File: src/rtl/acc_cpu_pkg.sv
package acc_cpu_pkg;
  localparam int OP_W = 4;

  typedef enum logic [OP_W-1:0] {
    OP_LDA  = 4'h0, OP_LDB  = 4'h1, OP_LDBI = 4'h2, OP_STB  = 4'h3,
    OP_STC  = 4'h4, OP_ADD  = 4'h5, OP_SUB  = 4'h6, OP_CMP  = 4'h7,
    OP_JMP  = 4'h8, OP_JEQ  = 4'h9, OP_JNE  = 4'hA, OP_JGT  = 4'hB,
    OP_JGE  = 4'hC, OP_JLT  = 4'hD, OP_JLE  = 4'hE, OP_HALT = 4'hF
  } opcode_e;

  typedef enum logic [2:0] {
    ST_FETCH, ST_OPND, ST_MEM, ST_EXEC, ST_HALT
  } state_e;

  typedef struct packed {
    logic eq;
    logic gt;
    logic lt;
  } test_t;

  function automatic logic has_operand(opcode_e op);
    return !(op inside {OP_ADD, OP_SUB, OP_CMP, OP_HALT});
  endfunction

  function automatic logic is_mem_op(opcode_e op);
    return op inside {OP_LDA, OP_LDB, OP_STB, OP_STC};
  endfunction
endpackage

File: src/rtl/acc_cpu_alu.sv
module acc_cpu_alu
  import acc_cpu_pkg::*;
#(
  parameter int W = 8
) (
  input  logic [W-1:0] a_i,
  input  logic [W-1:0] b_i,
  input  logic         sub_i,
  output logic [W-1:0] res_o,
  output test_t        cmp_o
);
  logic [W-1:0] b_eff;

  assign b_eff     = sub_i ? ~b_i : b_i;
  assign res_o     = a_i + b_eff + W'(sub_i);
  assign cmp_o.eq  = (a_i == b_i);
  assign cmp_o.gt  = (a_i > b_i);
  assign cmp_o.lt  = (a_i < b_i);
endmodule

File: src/rtl/acc_cpu_branch.sv
module acc_cpu_branch
  import acc_cpu_pkg::*;
(
  input  opcode_e op_i,
  input  test_t   test_i,
  output logic    take_o
);
  always_comb begin
    unique case (op_i)
      OP_JMP:  take_o = 1'b1;
      OP_JEQ:  take_o = test_i.eq;
      OP_JNE:  take_o = !test_i.eq;
      OP_JGT:  take_o = test_i.gt;
      OP_JGE:  take_o = test_i.gt | test_i.eq;
      OP_JLT:  take_o = test_i.lt;
      OP_JLE:  take_o = test_i.lt | test_i.eq;
      default: take_o = 1'b0;
    endcase
  end
endmodule

File: src/rtl/acc_cpu_core.sv
module acc_cpu_core
  import acc_cpu_pkg::*;
#(
  parameter int W = 8
) (
  input  logic         clk_i,
  input  logic         rst_ni,
  output logic [W-1:0] mem_addr_o,
  output logic [W-1:0] mem_wdata_o,
  input  logic [W-1:0] mem_rdata_i,
  output logic         mem_rd_o,
  output logic         mem_wr_o,
  output logic         halted_o
);
  localparam int OP_LSB = W - OP_W;

  state_e       st_q;
  logic [W-1:0] pc_q, ir_q, addr_q, a_q, b_q, c_q;
  test_t        test_q;

  opcode_e      op_ir, op_fetch;
  logic [W-1:0] alu_res;
  test_t        alu_cmp;
  logic         take;

  assign op_ir    = opcode_e'(ir_q[W-1:OP_LSB]);
  assign op_fetch = opcode_e'(mem_rdata_i[W-1:OP_LSB]);

  acc_cpu_alu #(.W(W)) i_alu (
    .a_i   (a_q),
    .b_i   (b_q),
    .sub_i (op_ir == OP_SUB),
    .res_o (alu_res),
    .cmp_o (alu_cmp)
  );

  acc_cpu_branch i_branch (
    .op_i   (op_ir),
    .test_i (test_q),
    .take_o (take)
  );

  always_ff @(posedge clk_i or negedge rst_ni) begin
    if (!rst_ni) begin
      st_q   <= ST_FETCH;
      pc_q   <= '0;
      ir_q   <= '0;
      addr_q <= '0;
      a_q    <= '0;
      b_q    <= '0;
      c_q    <= '0;
      test_q <= '0;
    end else begin
      unique case (st_q)
        ST_FETCH: begin
          ir_q <= mem_rdata_i;
          pc_q <= pc_q + 1'b1;
          if (op_fetch == OP_HALT)        st_q <= ST_HALT;
          else if (has_operand(op_fetch)) st_q <= ST_OPND;
          else                            st_q <= ST_EXEC;
        end
        ST_OPND: begin
          pc_q <= pc_q + 1'b1;
          st_q <= ST_FETCH;
          if (is_mem_op(op_ir)) begin
            addr_q <= mem_rdata_i;
            st_q   <= ST_MEM;
          end else if (op_ir == OP_LDBI) begin
            b_q <= mem_rdata_i;
          end else if (take) begin
            pc_q <= mem_rdata_i;
          end
        end
        ST_MEM: begin
          if (op_ir == OP_LDA) a_q <= mem_rdata_i;
          if (op_ir == OP_LDB) b_q <= mem_rdata_i;
          st_q <= ST_FETCH;
        end
        ST_EXEC: begin
          if (op_ir == OP_CMP) test_q <= alu_cmp;
          else                 c_q    <= alu_res;
          st_q <= ST_FETCH;
        end
        default: st_q <= ST_HALT;
      endcase
    end
  end

  always_comb begin
    mem_addr_o  = (st_q == ST_MEM) ? addr_q : pc_q;
    mem_wdata_o = (op_ir == OP_STC) ? c_q : b_q;
    mem_rd_o    = (st_q == ST_FETCH) || (st_q == ST_OPND) ||
                  ((st_q == ST_MEM) && (op_ir inside {OP_LDA, OP_LDB}));
    mem_wr_o    = (st_q == ST_MEM) && (op_ir inside {OP_STB, OP_STC});
    halted_o    = (st_q == ST_HALT);
  end

  p_one_strobe_r3: assert property (@(posedge clk_i) disable iff (!rst_ni)
    !(mem_rd_o && mem_wr_o));

  p_halt_quiet_r11: assert property (@(posedge clk_i) disable iff (!rst_ni)
    halted_o |-> (!mem_rd_o && !mem_wr_o));

  p_halt_sticky_r11: assert property (@(posedge clk_i) disable iff (!rst_ni)
    halted_o |=> halted_o);

  p_a_mem_only_r4: assert property (@(posedge clk_i) disable iff (!rst_ni)
    !((st_q == ST_MEM) && (op_ir == OP_LDA)) |=> $stable(a_q));

  p_c_alu_only_r7: assert property (@(posedge clk_i) disable iff (!rst_ni)
    !((st_q == ST_EXEC) && (op_ir inside {OP_ADD, OP_SUB})) |=> $stable(c_q));

  p_pc_step_r12: assert property (@(posedge clk_i) disable iff (!rst_ni)
    (st_q == ST_FETCH) |=> (pc_q == W'($past(pc_q) + 1'b1)));

  p_test_onehot_r8: assert property (@(posedge clk_i) disable iff (!rst_ni)
    $onehot0(test_q));
endmodule

File: config.mk
export PLATFORM = sky130hd
export DESIGN_NAME = acc_cpu_core
export DESIGN_NICKNAME = d
export VERILOG_FILES = /design/src/rtl/acc_cpu_pkg.sv /design/src/rtl/acc_cpu_alu.sv /design/src/rtl/acc_cpu_branch.sv /design/src/rtl/acc_cpu_core.sv
export SDC_FILE = /design/constraint.sdc
export NUM_CORES = 1
export LEC_CHECK = 0
export ABC_AREA = 1
export BUFFER_PORTS_ARGS = -buffer_cell sky130_fd_sc_hd__clkbuf_2
export CAP_MARGIN = 5
export CORE_UTILIZATION = 50
export DETAILED_ROUTE_END_ITERATION = 10
export PLACE_DENSITY = 0.75
export SLEW_MARGIN = 20
export SYNTH_ARGS = -nofsm -noshare
export SYNTH_HDL_FRONTEND = slang
export SYNTH_SLANG_ARGS = --single-unit
File: constraint.sdc
create_clock -name clk_i -period 4.98 [get_ports clk_i]
set_input_delay 0.747 -clock clk_i [delete_from_list [all_inputs] [get_ports clk_i]]
set_output_delay 0.747 -clock clk_i [all_outputs]
set_load 0.02 [all_outputs]
Word-level counts from Yosys, hierarchy flattened
Index checks and enable logic that the tools add are counted. Widths: inputs -> output; s select.

$add $sub $neg: 3. Reduce and logical (&&, ||, !) cells: 19. $lt $le $gt $ge: 2. Equal/unequal tests: 25. Muxes and demuxes: 16. Bitwise gates (word level): 4.

Operators by type and width (count): $mux 8 (9); $eq 4x4->1 const B (8); $pmux 8 s2 (2); $eq 4x3->1 const B (6); $pmux 3 s3 (1); $add 8x1->8 (1); $add 8x1->8 const B (1); $add 8x8->8 (1); $eq 4x2->1 const B (2); $eq 8x8->1 (1); $gt 8x8->1 (1); $lt 8x8->1 (1); $not 8->8 (1); $reduce_and 2->1 (4); $reduce_bool 2->1 (4); $reduce_bool 4->1 (2); $pmux 1 s7 (1); $eq 3x2->1 const B (2); $ne 2x2->1 const B (3); $eq 4x1->1 const B (1); $logic_not 4->1 (1); $mux 2 (2); $reduce_and 4->1 (1); $eq 3x1->1 const B (1); other kinds (9) (12).

Output and inout port bits: 19. Input bits: 10. Register bits: 54.

Depth between registers and ports, before layout
Depth after elaboration: 6. Gate-level depth with buffers: 15.

Hierarchy
A second synthesis with hierarchy kept.

Cells, all modules: 446. Area total of the unflattened synthesis: 3314.4 um2.

By module, submodules not included: acc_cpu_core (sequential area each 1251.2 um2, area an instance 2602.5 um2, times used 1, cells an instance 324); acc_cpu_alu (sequential area each 0.0 um2, area an instance 636.9 um2, times used 1, cells an instance 103); acc_cpu_branch (sequential area each 0.0 um2, area an instance 75.1 um2, times used 1, cells an instance 19).

Least setup slack after synthesis
OpenSTA, ideal clock, no wires.

Kind: register to output. Start: reg ir_q[5]. End: out mem_wdata_o[5]. Path buffers: 1. Stages on the path, launching flop included: 7. Setup slack: 2.834 ns. Arrival time: 1.399 ns. Path through: dfrtp_1 > inv_1 > nand2_2 > nor3_4 > clkbuf_1 > nand2_1 > o21ai_0.

Word-level cells in the longest chain between the ends: 2.

Ends and longest elaborated chain: start: declaration (line acc_cpu_core.sv:18) `logic [W-1:0] pc_q, ir_q, addr_q, a_q, b_q, c_q;`; start signal: assignment (line acc_cpu_core.sv:56) `ir_q <= mem_rdata_i;`; $eq 4x3->1 (line acc_cpu_core.sv:91) `mem_wdata_o = (op_ir == OP_STC) ? c_q : b_q;`; $mux 8 (line acc_cpu_core.sv:91); end: declaration (line acc_cpu_core.sv:9) `output logic [W-1:0] mem_wdata_o,`.

No other way between the ends.

Worst setup path in the final report
Start: reg ir_q[5]. End: out mem_wr_o.

Word-level cells in the longest chain between the ends: 3. Elaborated cells between the ends (all ways): 4. Classes of those cells: 2 x eq/ne; 2 x reduce/logical.

Ends and longest elaborated chain: $eq 4x2->1 / $eq 4x3->1 (equally long branches) (line acc_cpu_core.sv:94) `mem_wr_o = (st_q == ST_MEM) && (op_ir inside {OP_STB, OP_STC});`; $reduce_bool 2->1 * (line acc_cpu_core.sv:94); $logic_and 1x1->1 * (line acc_cpu_core.sv:94); end: declaration (line acc_cpu_core.sv:12) `output logic mem_wr_o,`.

Mark *: on every way between the ends. The rest lies on a longest branch, timed or not.

==> impl_metrics.json <==
{
  "syn_nets": 415,
  "vias": 2624,
  "dieArea_um2": 6470,
  "post_dp_cell_area_um2": 3280,
  "cap_viol_max_count": 0,
  "status": "finished clean",
  "htreeDepth": 2,
  "clock_path_buffers": 2,
  "vias_per_cell": 5.31,
  "worstPathMaxFanout": 17,
  "synthSimpleGateAreaFrac_pct": 27.3,
  "final_area_um2": 3360,
  "grt_util_all_layers_pct": 22.4,
  "finalWirelength_um": 6630,
  "cts_resized": 0,
  "final_nets": 445,
  "critPathLaunchType": "flip-flop",
  "drv_slew": 0,
  "combPwrFrac_pct": 3.0,
  "synth_mux_area_share_pct": 0,
  "end_kind": "primary output",
  "areaGrowthSynthToFinish_pct": 9.19,
  "cts_hold_buf": 0,
  "clk_pin_slew_ns": 0.09,
  "clk_latency_ns": 0.31,
  "die_h_um": 80.4,
  "synth_area_leader_cell": "dfrtp_1",
  "setup_viol": 0,
  "sequentialPowerShare_pct": 61.8,
  "fin_util_pct": 56.7,
  "wl_per_cell_um": 13.4,
  "initial_core_util_pct": 52.0,
  "cellLeakagePower_nw": 1.77,
  "synth_seq_cells": 50,
  "rsz0062_at_grt": "no",
  "numCtsBuffers": 5,
  "async_reset_ff_share_pct": 100,
  "fillers": 545,
  "antenna_found_initial": 0,
  "drtPass1Iterations": 4,
  "antenna_cells": 0,
  "synth_xor_area_share_pct": 4.27,
  "ant_nets": 0,
  "required_ns": 4.23,
  "grt_first_pass_wirelength_um": 11100,
  "synth_edf_count": 0,
  "port_buffers": 28,
  "synth_area_um2": 3080,
  "synth_ff_type": "dfrtp_1",
  "netlist_top_cells_area": "dfrtp_1 (41%), nand2_1 (14%), ha_1 (6.1%)",
  "synth-compound-area-share_pct": 13.4,
  "power_density_nw_per_um2": 195,
  "max_stage_delay_ns": 0.48,
  "p_sw_w": 0.000151,
  "place_inst": 487,
  "reg2reg_slack_ns": 2.77,
  "dieWidth_um": 80.4,
  "yosys_warnings": 0,
  "grt_max_degree": 51,
  "p_clk_share_pct": 35.2,
  "yosysTopAreaCellShare_pct": 40.7,
  "ys_types": 38,
  "ys_seq_area_share_pct": 40.7,
  "slew_headroom_pct": 51.1,
  "synth_top_family_by_area": "simple AND/OR/NAND/NOR gates",
  "globalRouteOverflowTotal": 0,
  "fin_worst_skew_ns": 0.0135,
  "synth_adder_area_share_pct": 6.75,
  "ir_drop_mv": 0.119,
  "clock.fmax_mhz": 370,
  "cts-root-buf": "clkbuf_8",
  "path_class": "flip-flop to primary output",
  "drc": 0,
  "fin_crit_ns": 2.70,
  "swShare_pct": 22.9,
  "post_cts_buffers": 0,
  "gp_congestion": 0.905,
  "dp_hpwl_um": 4870,
  "synth_most_common_cell": "nand2_1",
  "intPower_w": 0.000506,
  "cts.sinks": 50,
  "path_cells": "inv_1 > nand2_2 > nor3_4 > a21oi_2 > nor2_1 > clkbuf_2",
  "cts_tree": "yes",
  "grt_pass1_vias": 2399,
  "synthCells": 389,
  "rows": 28,
  "ios": 29,
  "fin_setup_tns_ns": 0,
  "crit_arrival_ns": 1.96,
  "hold_path_class": "flip-flop to flip-flop",
  "syn_avg_cell_area_um2": 7.91,
  "synth_common_cells": "nand2_1 (118), dfrtp_1 (50), inv_1 (48)",
  "core_area_um2": 5920,
  "final.period_utilization_pct": 54.3,
  "drive_above_1_share_pct": 16.0,
  "worst_pin_slew_ns": 0.731,
  "drtIter0Drc": 146,
  "critPathSlowestCell": "nor3_4",
  "fin_cells": 494,
  "finalHoldViolations": 0
}
worst paths after layout:
| check | startpoint | end | depth (start not counted) |
|---|---|---|---|
| worst max register to register | ir_q[6] | c_q[7] | 12 |
| max in group asynchronous | rst_ni | ir_q[4] | 2 |
| worst min-delay path | addr_q[2] | addr_q[2] | 2 |
| min in group asynchronous | rst_ni | c_q[1] | 2 |
| worst min register to register | addr_q[2] | addr_q[2] | 2 |
| worst max-delay path | ir_q[5] | mem_wr_o | 6 |
layer usage:
| metal | vias up | GRT usage [%] | routed length (um) |
|---|---|---|---|
| met2 | 60 | 35.2 | 3050 |
| met5 | - | 0 | 0 |
| met1 | 1231 | 31.7 | 3250 |
| met4 | 0 | 6.25 | 79 |
| met3 | 8 | 3.86 | 256 |
| li1 | 1325 | - | - |
metrics by stage:
stage | setup WS [ns] | hold WS [ns] | total power (W)
detailed placement | 2.66 | 0.468 | 0.000434
floorplan | 2.83 | 0.449 | 0.000418
CTS | 2.32 | 0.490 | 0.000664
finish | 2.28 | 0.486 | 0.000657
global placement | 2.70 | 0.465 | 0.000434
global route | 2.11 | 0.518 | 0.000681
layout by cell type (no fill, tap or decap), drive strengths merged:
cell type	synthesis	layout
a211oi	1	1
or2	2	2
clkinv	1	1
dfrtp	50	50
clkinvlp	0	1
buf	3	1
nor3	5	5
o21ai	51	51
nand3b	1	1
xor2	11	11
o2111ai	1	1
inv	51	51
a21oi	8	8
nor2	13	13
a21o	1	1
fa	1	1
ha	15	15
clkbuf	3	34
nand4	11	11
xnor2	4	4
o21a	1	1
nor4	1	1
nand2	125	125
a31oi	5	5
nand3	24	24
registers in the layout, summed over array words and instances, names as in the netlist:
name,count
a_q,8
addr_q,8
b_q,8
c_q,8
pc_q,8
ir_q,4
st_q,3
test_q,3
worst max-delay path: cells and delay by family (launching register included):
| kind | cells | cell delay (ns) |
|---|---|---|
| flops | 1 | 0.46 |
| compound gates | 1 | 0.08 |
| simple gates | 3 | 0.76 |
| buf+inv | 2 | 0.35 |
power groups by stage:
stage	Combinational [W]	Sequential, W	Clock (W)
detailed placement	0.0000203	0.000414	0
finish	0.0000197	0.000406	0.000231
floorplan	0.00000411	0.000414	0
CTS	0.0000205	0.000406	0.000238
global placement	0.0000201	0.000414	0
global route	0.0000228	0.000406	0.000253
cells by family (layout without fill, tap and decap cells):
logic type,after synthesis,in the layout
and+or+nand+nor,182,182
xor gates and xnor gates,15,15
buffers and inverters,58,88
AOI/OAI and AO/OA,68,68
adders and majority gates,16,16
DFF,50,50
final cells by class:
type / instances / area, um2 / area share, %
Multi-Input combinational cell: 281 / 1590 / 47.4
Clock buffer: 6 / 72.6 / 2.16
Tap cell: 75 / 93.8 / 2.79
Clock inverter: 1 / 7.51 / 0.223
Sequential cell: 50 / 1250 / 37.2
Inverter: 52 / 195 / 5.81
Timing Repair Buffer: 29 / 148 / 4.39
No activity file was read; power rests on OpenSTA's default activity.
